## src/rtl/npc_pkg.sv

```systemverilog
package npc_pkg;

  typedef enum logic [3:0] {
    OP_SEQ    = 4'd0,
    OP_BEQ    = 4'd1,
    OP_BNE    = 4'd2,
    OP_BLEZ   = 4'd3,
    OP_BGTZ   = 4'd4,
    OP_BLTZ   = 4'd5,
    OP_BGEZ   = 4'd6,
    OP_BLTZL  = 4'd7,
    OP_BGEZL  = 4'd8,
    OP_JMP    = 4'd9,
    OP_JMPL   = 4'd10,
    OP_JREG   = 4'd11,
    OP_JREGL  = 4'd12
  } flowOp_e;

  // strobes from control to datapath
  typedef struct packed {
    logic selBranch;
    logic selJump;
    logic selReg;
    logic linkEn;
    logic fault;
  } npcStrobe_t;

  // operand conditions from datapath to control
  typedef struct packed {
    logic opEq;
    logic opNeg;
    logic opZero;
    logic regMis;
  } npcFlags_t;

endpackage

```

## src/rtl/npc_ctrl.sv

```systemverilog
module npc_ctrl
  import npc_pkg::*;
(
  input  logic       clk,
  input  logic       rstN,
  input  logic [3:0] opSel,
  input  npcFlags_t  flg,
  output npcStrobe_t stb
);

  flowOp_e opCode;
  assign opCode = flowOp_e'(opSel);

  always_comb begin
    stb = '0;
    case (opCode)
      OP_BEQ:   stb.selBranch = flg.opEq;
      OP_BNE:   stb.selBranch = !flg.opEq;
      OP_BLEZ:  stb.selBranch = flg.opNeg || flg.opZero;
      OP_BGTZ:  stb.selBranch = !flg.opNeg && !flg.opZero;
      OP_BLTZ:  stb.selBranch = flg.opNeg;
      OP_BGEZ:  stb.selBranch = !flg.opNeg;
      OP_BLTZL: begin
        stb.selBranch = flg.opNeg;
        stb.linkEn    = 1'b1;
      end
      OP_BGEZL: begin
        stb.selBranch = !flg.opNeg;
        stb.linkEn    = 1'b1;
      end
      OP_JMP:   stb.selJump = 1'b1;
      OP_JMPL: begin
        stb.selJump = 1'b1;
        stb.linkEn  = 1'b1;
      end
      OP_JREG: begin
        stb.selReg = !flg.regMis;
        stb.fault  = flg.regMis;
      end
      OP_JREGL: begin
        stb.selReg = !flg.regMis;
        stb.fault  = flg.regMis;
        stb.linkEn = !flg.regMis;
      end
      default: stb = '0;
    endcase
  end

  AST_ONE_SOURCE: assert property (@(posedge clk) disable iff (!rstN)
    $onehot0({stb.selBranch, stb.selJump, stb.selReg, stb.fault}));
  AST_FAULT_NEEDS_MIS: assert property (@(posedge clk) disable iff (!rstN)
    stb.fault |-> flg.regMis);
  AST_FAULT_NO_LINK: assert property (@(posedge clk) disable iff (!rstN)
    stb.fault |-> !stb.linkEn);

endmodule

```

## src/rtl/npc_datapath.sv

```systemverilog
module npc_datapath
  import npc_pkg::*;
#(
  parameter int ADDR_W = 32,
  parameter int IMM_W  = 16,
  parameter int IDX_W  = 26
) (
  input  logic              clk,
  input  logic              rstN,
  input  logic [ADDR_W-1:0] pc,
  input  logic [ADDR_W-1:0] rsVal,
  input  logic [ADDR_W-1:0] rtVal,
  input  logic [IMM_W-1:0]  imm,
  input  logic [IDX_W-1:0]  jIdx,
  input  npcStrobe_t        stb,
  output npcFlags_t         flg,
  output logic [ADDR_W-1:0] nextPc,
  output logic              taken,
  output logic              linkWe,
  output logic [ADDR_W-1:0] linkData,
  output logic              misaligned
);

  localparam int ALIGN_W  = 2;
  localparam int SEXT_W   = ADDR_W - IMM_W - ALIGN_W;
  localparam int REGION_W = ADDR_W - IDX_W - ALIGN_W;
  localparam logic [ADDR_W-1:0] STEP = ADDR_W'(1 << ALIGN_W);

  logic [ADDR_W-1:0] fallThru, brOffset, brTarget, jTarget, target;
  logic              takeNow;
  logic              loaded;

  assign flg.opEq   = (rsVal == rtVal);
  assign flg.opNeg  = rsVal[ADDR_W-1];
  assign flg.opZero = (rsVal == '0);
  assign flg.regMis = |rsVal[ALIGN_W-1:0];

  assign fallThru = pc + STEP;
  assign brOffset = {{SEXT_W{imm[IMM_W-1]}}, imm, {ALIGN_W{1'b0}}};
  assign brTarget = fallThru + brOffset;
  assign jTarget  = {pc[ADDR_W-1 -: REGION_W], jIdx, {ALIGN_W{1'b0}}};

  always_comb begin
    if (stb.selBranch)    target = brTarget;
    else if (stb.selJump) target = jTarget;
    else if (stb.selReg)  target = rsVal;
    else                  target = fallThru;
  end

  assign takeNow = stb.selBranch || stb.selJump || stb.selReg;

  always_ff @(posedge clk) begin
    if (!rstN) begin
      nextPc     <= '0;
      taken      <= 1'b0;
      linkWe     <= 1'b0;
      linkData   <= '0;
      misaligned <= 1'b0;
      loaded     <= 1'b0;
    end else begin
      nextPc     <= target;
      taken      <= takeNow;
      linkWe     <= stb.linkEn;
      linkData   <= stb.linkEn ? fallThru : '0;
      misaligned <= stb.fault;
      loaded     <= 1'b1;
    end
  end

  AST_FALL_THROUGH: assert property (@(posedge clk) disable iff (!rstN)
    loaded && !taken |-> nextPc == $past(pc) + STEP);
  AST_LINK_VALUE: assert property (@(posedge clk) disable iff (!rstN)
    loaded && linkWe |-> linkData == $past(pc) + STEP);
  AST_JUMP_REGION: assert property (@(posedge clk) disable iff (!rstN)
    loaded && $past(stb.selJump) |-> nextPc[ADDR_W-1 -: REGION_W] == $past(pc[ADDR_W-1 -: REGION_W]));
  AST_REG_TARGET: assert property (@(posedge clk) disable iff (!rstN)
    loaded && $past(stb.selReg) |-> nextPc == $past(rsVal));
  AST_FAULT_QUIET: assert property (@(posedge clk) disable iff (!rstN)
    misaligned |-> !taken && !linkWe);

endmodule

```

## src/rtl/npc_unit.sv

```systemverilog
module npc_unit
  import npc_pkg::*;
#(
  parameter int ADDR_W = 32,
  parameter int IMM_W  = 16,
  parameter int IDX_W  = 26
) (
  input  logic              clk,
  input  logic              rstN,
  input  logic [ADDR_W-1:0] pc,
  input  logic [3:0]        opSel,
  input  logic [ADDR_W-1:0] rsVal,
  input  logic [ADDR_W-1:0] rtVal,
  input  logic [IMM_W-1:0]  imm,
  input  logic [IDX_W-1:0]  jIdx,
  output logic [ADDR_W-1:0] nextPc,
  output logic              taken,
  output logic              linkWe,
  output logic [ADDR_W-1:0] linkData,
  output logic              misaligned
);

  npcStrobe_t stb;
  npcFlags_t  flg;

  npc_ctrl u_ctrl (
    .clk   (clk),
    .rstN  (rstN),
    .opSel (opSel),
    .flg   (flg),
    .stb   (stb)
  );

  npc_datapath #(
    .ADDR_W (ADDR_W),
    .IMM_W  (IMM_W),
    .IDX_W  (IDX_W)
  ) u_dp (
    .clk        (clk),
    .rstN       (rstN),
    .pc         (pc),
    .rsVal      (rsVal),
    .rtVal      (rtVal),
    .imm        (imm),
    .jIdx       (jIdx),
    .stb        (stb),
    .flg        (flg),
    .nextPc     (nextPc),
    .taken      (taken),
    .linkWe     (linkWe),
    .linkData   (linkData),
    .misaligned (misaligned)
  );

endmodule

```

## config.mk

```make
export PLATFORM = sky130hd
export DESIGN_NAME = npc_unit
export DESIGN_NICKNAME = d
export VERILOG_FILES = /design/src/rtl/npc_pkg.sv /design/src/rtl/npc_ctrl.sv /design/src/rtl/npc_datapath.sv /design/src/rtl/npc_unit.sv
export SDC_FILE = /design/constraint.sdc
export NUM_CORES = 1
export LEC_CHECK = 0
export BUFFER_PORTS_ARGS = -buffer_cell sky130_fd_sc_hd__buf_4
export CELL_PAD_IN_SITES_DETAIL_PLACEMENT = 0
export CELL_PAD_IN_SITES_GLOBAL_PLACEMENT = 1
export CORE_ASPECT_RATIO = 1.1
export CORE_UTILIZATION = 36
export DETAILED_ROUTE_END_ITERATION = 8
export PLACE_DENSITY_LB_ADDON = 0.1
export SLEW_MARGIN = 20
export SYNTH_ARGS = -nofsm -noshare
export SYNTH_HDL_FRONTEND = slang
export SYNTH_SLANG_ARGS = --single-unit
```

## constraint.sdc

```tcl
create_clock -name clk -period 4.8 [get_ports clk]
set_input_delay 0.72 -clock clk [delete_from_list [all_inputs] [get_ports clk]]
set_output_delay 0.72 -clock clk [all_outputs]
set_load 0.03 [all_outputs]
```

==> results of run 1 <==
## registers in the layout, summed over array words and instances (netlist names)
name and flops:
u_dp.taken 1, u_dp.misaligned 1, u_dp.linkData 32, u_dp.linkWe 1
u_dp.nextPc 32
## worst paths after layout
path / to / slack (ns) / cells after the start
setup / recovery: u_dp.nextPc[29] / 0.85 / 16
hold / removal: u_dp.linkData[2] / 0.58 / 2
## placed cells by master (no fill, tap or decap), drive strengths merged, types with 3 or more instances in the layout
cell type / n
nand2b: 5
xnor2: 61
o21a: 8
a21oi: 52
ha: 36
o211a: 8
o22ai: 4
a21o: 18
nor2b: 14
o311ai: 5
a211oi: 7
buf: 219
and2: 5
nand3: 22
o31ai: 4
o211ai: 12
nand4: 17
nand3b: 3
nor4: 13
dfxtp: 67
and3: 12
nand2: 50
o21ai: 25
inv: 26
a31oi: 7
mux2i: 24
xor2: 21
nor2: 79
or3: 5
clkbuf: 13
nor3: 14
## cells by family (layout without fill, tap and decap cells)
family,Yosys count,after routing,synth area share
buf+inv,59,260,0.0439
mux,24,24,0.0437
compound gates,173,173,0.217
flops,67,67,0.244
simple gates,250,250,0.231
xor+xnor,83,83,0.135
fa+ha+maj,37,37,0.0855
## cell type report
cell class	count	area share
clock inverter	2	0.00464
sequential	67	0.178
clock buffer	13	0.0345
timing repair buffer	219	0.218
tap	196	0.0325
multi-input combinational	567	0.520
inverter	26	0.0129
## power by group through the flow
stage	logic [mW]	registers, mW	clock network, mW
2_1_floorplan	0.364	0.698	0
3_3_place_gp	0.737	0.619	0
3_5_place_dp	0.738	0.619	0
4_1_cts	0.743	0.607	0.692
5_1_grt	0.802	0.610	0.722
6_report	0.744	0.607	0.685
## layer usage
metal  GRT usage  vias to the layer above  routed length, um
li1            -                     2902                  -
met1       0.332                     2847               9090
met2       0.510                      222              11200
met3      0.0486                       41               1080
met4       0.110                        0                722
met5           0                        -                  0
==> impl_metrics.py, run 1 <==
metrics = {
    "floorplan": {
        "rows": 47,
        "die_x_um": 120,
        "core_area_um2": 15000,
        "design.die.area_um2": 15800,
        "die_y_um": 132,
        "start_util": 0.367,
        "ios": 211,
    },
    "cells_and_area": {
        "antennaDiodeCount": 0,
        "drive_gt1_frac": 0.279,
        "fillers": 1523,
        "area_growth_pct": 37.1,
        "post_layout_nonfiller_instances": 1090,
        "register_area_um2": 1340,
        "final_area_um2": 7540,
        "final_nets": 1071,
        "multiInputGateArea_um2": 3920,
        "utilization": 0.503,
    },
    "synth": {
        "synth_nets": 874,
        "synth.most_common_cell": "nor2_1",
        "yosys.area.top_type": "dfxtp_1",
        "ys_types": 67,
        "synth_area_um2": 5500,
        "synth_edf_count": 0,
        "synth_top_area_share": 0.244,
        "synth_common_cells": "77 x nor2_1, 67 x dfxtp_1, 61 x xnor2_1, 50 x a21oi_1, 50 x nand2_1",
        "synth_seq_area_share": 0.244,
        "syn_area_per_cell_um2": 7.94,
        "ys_async_sr_fraction": 0,
        "ys_ff_latch": 67,
        "synth-main-ff-cell": "dfxtp_1",
        "ys_top_cells_by_area": "dfxtp_1 24%, xnor2_1 9.7%, ha_1 8.2%",
        "syn_inst": 693,
        "synth-warning-count": 0,
    },
    "clock_tree": {
        "clk_pin_slew_ns": 0.06,
        "numClockSinks": 67,
        "htree_levels": 3,
        "post_cts_resized": 0,
        "post_cts_buffers": 0,
        "cts_buffer_depth": 2,
        "cts_buffers": 9,
        "ctsRootBufferMaster": "clkbuf_16",
        "cts_hold_buf": 0,
        "cts_tree": "yes",
    },
    "setup_path": {
        "slowest_delay_ns": 0.38,
        "path_buf_inv": 2,
        "path_class": "primary input to flip-flop",
        "startpoint_type": "primary input",
        "critPathMaxFanout": 6,
        "slowest_stage": "or3_1",
        "cp.arrival_ns": 4.19,
        "end_kind": "flip-flop",
        "cp-startpoint": "pc[2]",
        "cpMostUsedCell": "ha_1",
        "worstPathRequired_ns": 5.04,
        "cp_top_family": "simple AND/OR/NAND/NOR gates",
        "cp_cell_sequence": "buf_4 -> ha_1 -> nand2_1 -> nor2_1 -> nand4_1 -> xor2_1 -> inv_1 -> ha_1 -> a21oi_1 -> o21ai_0 -> or3_1 -> nor3_2 -> o21ai_1 -> a221oi_1 -> mux2i_1 -> o221a_2",
    },
    "placement": {
        "dp.cells": 1075,
        "routabilityCongestion": 0.981,
        "port-buffer-count": 210,
        "dpl_cell_area_um2": 7250,
        "hpwl_mm": 17.6,
        "pre_cts_ws_ns": 0.519,
    },
    "detailed_routing": {
        "totalWireLength_mm": 22.0,
        "drt-initial-drc-count": 371,
        "wl_per_cell_um": 20.2,
        "drt_pass1_iterations": 5,
        "vias": 6012,
        "route.detailed.drc": 0,
        "antenna_left": 0,
        "viasPerCell": 5.52,
    },
    "min_path": {
        "holdCritStartpoint": "pc[2]",
        "hold_class": "primary input to flip-flop",
    },
    "timing": {
        "layout_setup_ws_ns": 0.850,
        "fin_crit_sh": 0.823,
        "finalSetupViolCount": 0,
        "drv_slew": 0,
        "max-slew-margin-rel": 0.275,
        "tns_ns": 0,
        "hold_violations": 0,
        "post-route-min-period_ns": 3.95,
        "rsz0062_at_grt": "false",
        "fin_hold_ws_ns": 0.579,
        "worst_pin_slew_ns": 1.09,
        "fmax_mhz": 253,
    },
    "pwr": {
        "pwr_density_cell_nw_per_um2": 270,
        "p_comb_frac": 0.366,
        "p_leak_nw": 3.59,
        "swShare": 0.340,
        "intPower_mw": 1.34,
        "switchingPower_uw": 691,
        "power_frac_clock": 0.336,
        "finalPower_mw": 2.04,
        "seqPwrFrac": 0.298,
        "ir_drop_mv": 0.162,
    },
    "grt": {
        "grt_antenna_before_repair": 0,
        "grt_pass1_vias": 6093,
        "grt_max_degree": 54,
        "grt_overflow": 0,
        "grt_usage": 0.284,
        "grt_pass1_wl_mm": 33.8,
    },
    "flow_run": {
        "cap_violations": 0,
    },
    "run_status": {
        "status": "completed",
    },
}
Note: power is estimated with default switching activity, not from simulation.
==> run 2: changes to the inputs <==
ABC_AREA = 1   (was not set)
CORE_UTILIZATION = 31   (was 36)
clock period = 3.5 ns   (was 4.8 ns; I/O delays follow)
==> impl_metrics.py, run 2 <==
metrics = {
    "setup_path": {
        "slowest_stage": "ha_1",
        "cp_top_family": "simple AND/OR/NAND/NOR gates",
        "worstPathRequired_ns": 3.74,
        "cp_cell_sequence": "buf_4 -> ha_1 -> nand2_1 -> nor2_1 -> nand2_1 -> nor2_2 -> xnor2_1 -> inv_1 -> ha_1 -> nand2_1 -> nor2_1 -> a21oi_1 -> or2_2 -> nand4_1 -> nand2_1 -> nor2_1 -> nor2_1",
        "path_buf_inv": 2,
        "path_class": "primary input to flip-flop",
        "critPathMaxFanout": 5,
        "startpoint_type": "primary input",
        "slowest_delay_ns": 0.43,
        "end_kind": "flip-flop",
        "cp.arrival_ns": 3.43,
    },
    "floorplan": {
        "start_util": 0.316,
        "core_area_um2": 20500,
        "die_y_um": 154,
        "die_x_um": 140,
        "design.die.area_um2": 21500,
        "rows": 55,
        "ios": 211,
    },
    "synth": {
        "syn_area_per_cell_um2": 5.71,
        "syn_inst": 1135,
        "ys_top_cells_by_area": "nand2_1 21%, dfxtp_1 21%, nor2_1 11%",
        "synth_common_cells": "370 x nand2_1, 185 x nor2_1, 148 x inv_1, 73 x nand3_1, 67 x dfxtp_1",
        "synth_top_area_share": 0.214,
        "synth-warning-count": 0,
        "synth_edf_count": 0,
        "ys_types": 36,
        "yosys.area.top_type": "nand2_1",
        "synth_area_um2": 6480,
        "synth_seq_area_share": 0.207,
        "synth.most_common_cell": "nand2_1",
        "synth_nets": 1316,
        "synth-main-ff-cell": "dfxtp_1",
        "ys_async_sr_fraction": 0,
        "ys_ff_latch": 67,
    },
    "timing": {
        "rsz0062_at_grt": "false",
        "max-slew-margin-rel": 0.582,
        "layout_setup_ws_ns": 0.312,
        "fmax_mhz": 314,
        "fin_crit_sh": 0.911,
        "drv_slew": 0,
        "tns_ns": 0,
        "worst_pin_slew_ns": 0.626,
        "finalSetupViolCount": 0,
        "post-route-min-period_ns": 3.19,
        "hold_violations": 0,
    },
    "detailed_routing": {
        "vias": 7743,
        "route.detailed.drc": 0,
        "wl_per_cell_um": 16.4,
        "antenna_left": 0,
        "drt-initial-drc-count": 444,
        "topRoutingLayerUsed": "met4",
        "wirelength_met1_mm": 12.4,
        "dr_wl_met3_mm": 1.45,
        "drt_pass1_iterations": 5,
        "totalWireLength_mm": 26.6,
        "viasPerCell": 4.77,
        "wl_met2_mm": 12.1,
    },
    "grt": {
        "grt_usage": 0.248,
        "grt_pass1_vias": 7389,
        "grt_antenna_before_repair": 0,
        "grt_pass1_wl_mm": 40.1,
        "grt_max_degree": 39,
        "grt_overflow": 0,
    },
    "clock_tree": {
        "htree_levels": 3,
        "cts_buffers": 9,
        "clk_pin_slew_ns": 0.06,
        "ctsRootBufferMaster": "clkbuf_16",
        "post_cts_buffers": 0,
        "cts_buffer_depth": 2,
        "cts_hold_buf": 0,
        "post_cts_resized": 0,
        "numClockSinks": 67,
        "cts_tree": "yes",
    },
    "pwr": {
        "ir_drop_mv": 0.198,
        "finalPower_mw": 2.90,
        "p_leak_nw": 4.75,
        "pwr_density_cell_nw_per_um2": 331,
    },
    "cells_and_area": {
        "largestRegisters": "u_dp.linkData x32, u_dp.nextPc x32",
        "layout_commonest_cell": "nand2_1",
        "layout_common_cells": "370 x nand2_1, 241 x buf_4, 185 x nor2_1, 148 x inv_1, 73 x nand3_1",
        "area_growth_pct": 35.3,
        "final_nets": 1543,
        "antennaDiodeCount": 0,
        "drive_gt1_frac": 0.203,
    },
    "min_path": {
        "hold_class": "primary input to flip-flop",
    },
    "flow_run": {
        "cap_violations": 0,
    },
    "placement": {
        "port-buffer-count": 210,
        "routabilityCongestion": 0.937,
        "hpwl_mm": 22.9,
        "pre_cts_ws_ns": -0.0449,
    },
    "run_status": {
        "status": "completed",
    },
}
==> run 2: cell types whose count changed after synthesis, sizes merged, moves of 14 or more <==
cell    previous run  this run
a21o              18         1
clkbuf            23         6
inv               26       151
mux2i             24         0
nand2             50       373
nand3             22        75
nor2              79       193
nor2b             14         0
o21ai             25        47
xnor2             61        33
==> run 2: metrics by stage <==
stage,instances,hold slack (ns),utilization,instance area (um2)
finish,1623,0.368,0.427,8760
global route,1623,0.374,0.427,8760
CTS,1623,0.358,0.427,8760
detailed placement,1607,0.733,0.412,8460
global placement,1607,0.731,0.412,8460
floorplan,1135,0.597,-,6480
==> run 2: cells by family after synthesis <==
kind of cell | count (synthesis) | share of synthesized area
AO/OA/AOI/OAI | 128 | 0.109
AND/OR/NAND/NOR | 669 | 0.421
XOR/XNOR | 57 | 0.0771
flip-flops | 67 | 0.207
buffers and inverters | 177 | 0.114
adder cells (fa/ha/maj) | 37 | 0.0726
==> run 2: final timing paths <==
path,startpoint,endpoint,slack (ns),depth (start not counted)
worst min-delay path,pc[2],u_dp.linkData[2],0.37,2
worst max-delay path,pc[2],u_dp.nextPc[27],0.31,17
==> run 2: power breakdown <==
part           switching (mW)  internal (mW)
sequential             0.0200          0.819
clock                   0.375          0.571
combinational           0.678          0.433
==> run 2: routing by layer <==
metal / up-vias / track usage
met5: - / 0
met4: 0 / 0.0916
met3: 42 / 0.0427
met2: 235 / 0.405
met1: 3483 / 0.325
li1: 3983 / -
==> run 2: area by class of cell <==
class | count | area [um2]
well taps | 256 | 320
multi-input cells | 891 | 4400
fillers | 2318 | 11700
inverters | 151 | 567
repair buffers | 242 | 1830
clock inverters | 6 | 65.1
flip-flops and latches | 67 | 1340
clock buffers | 10 | 239
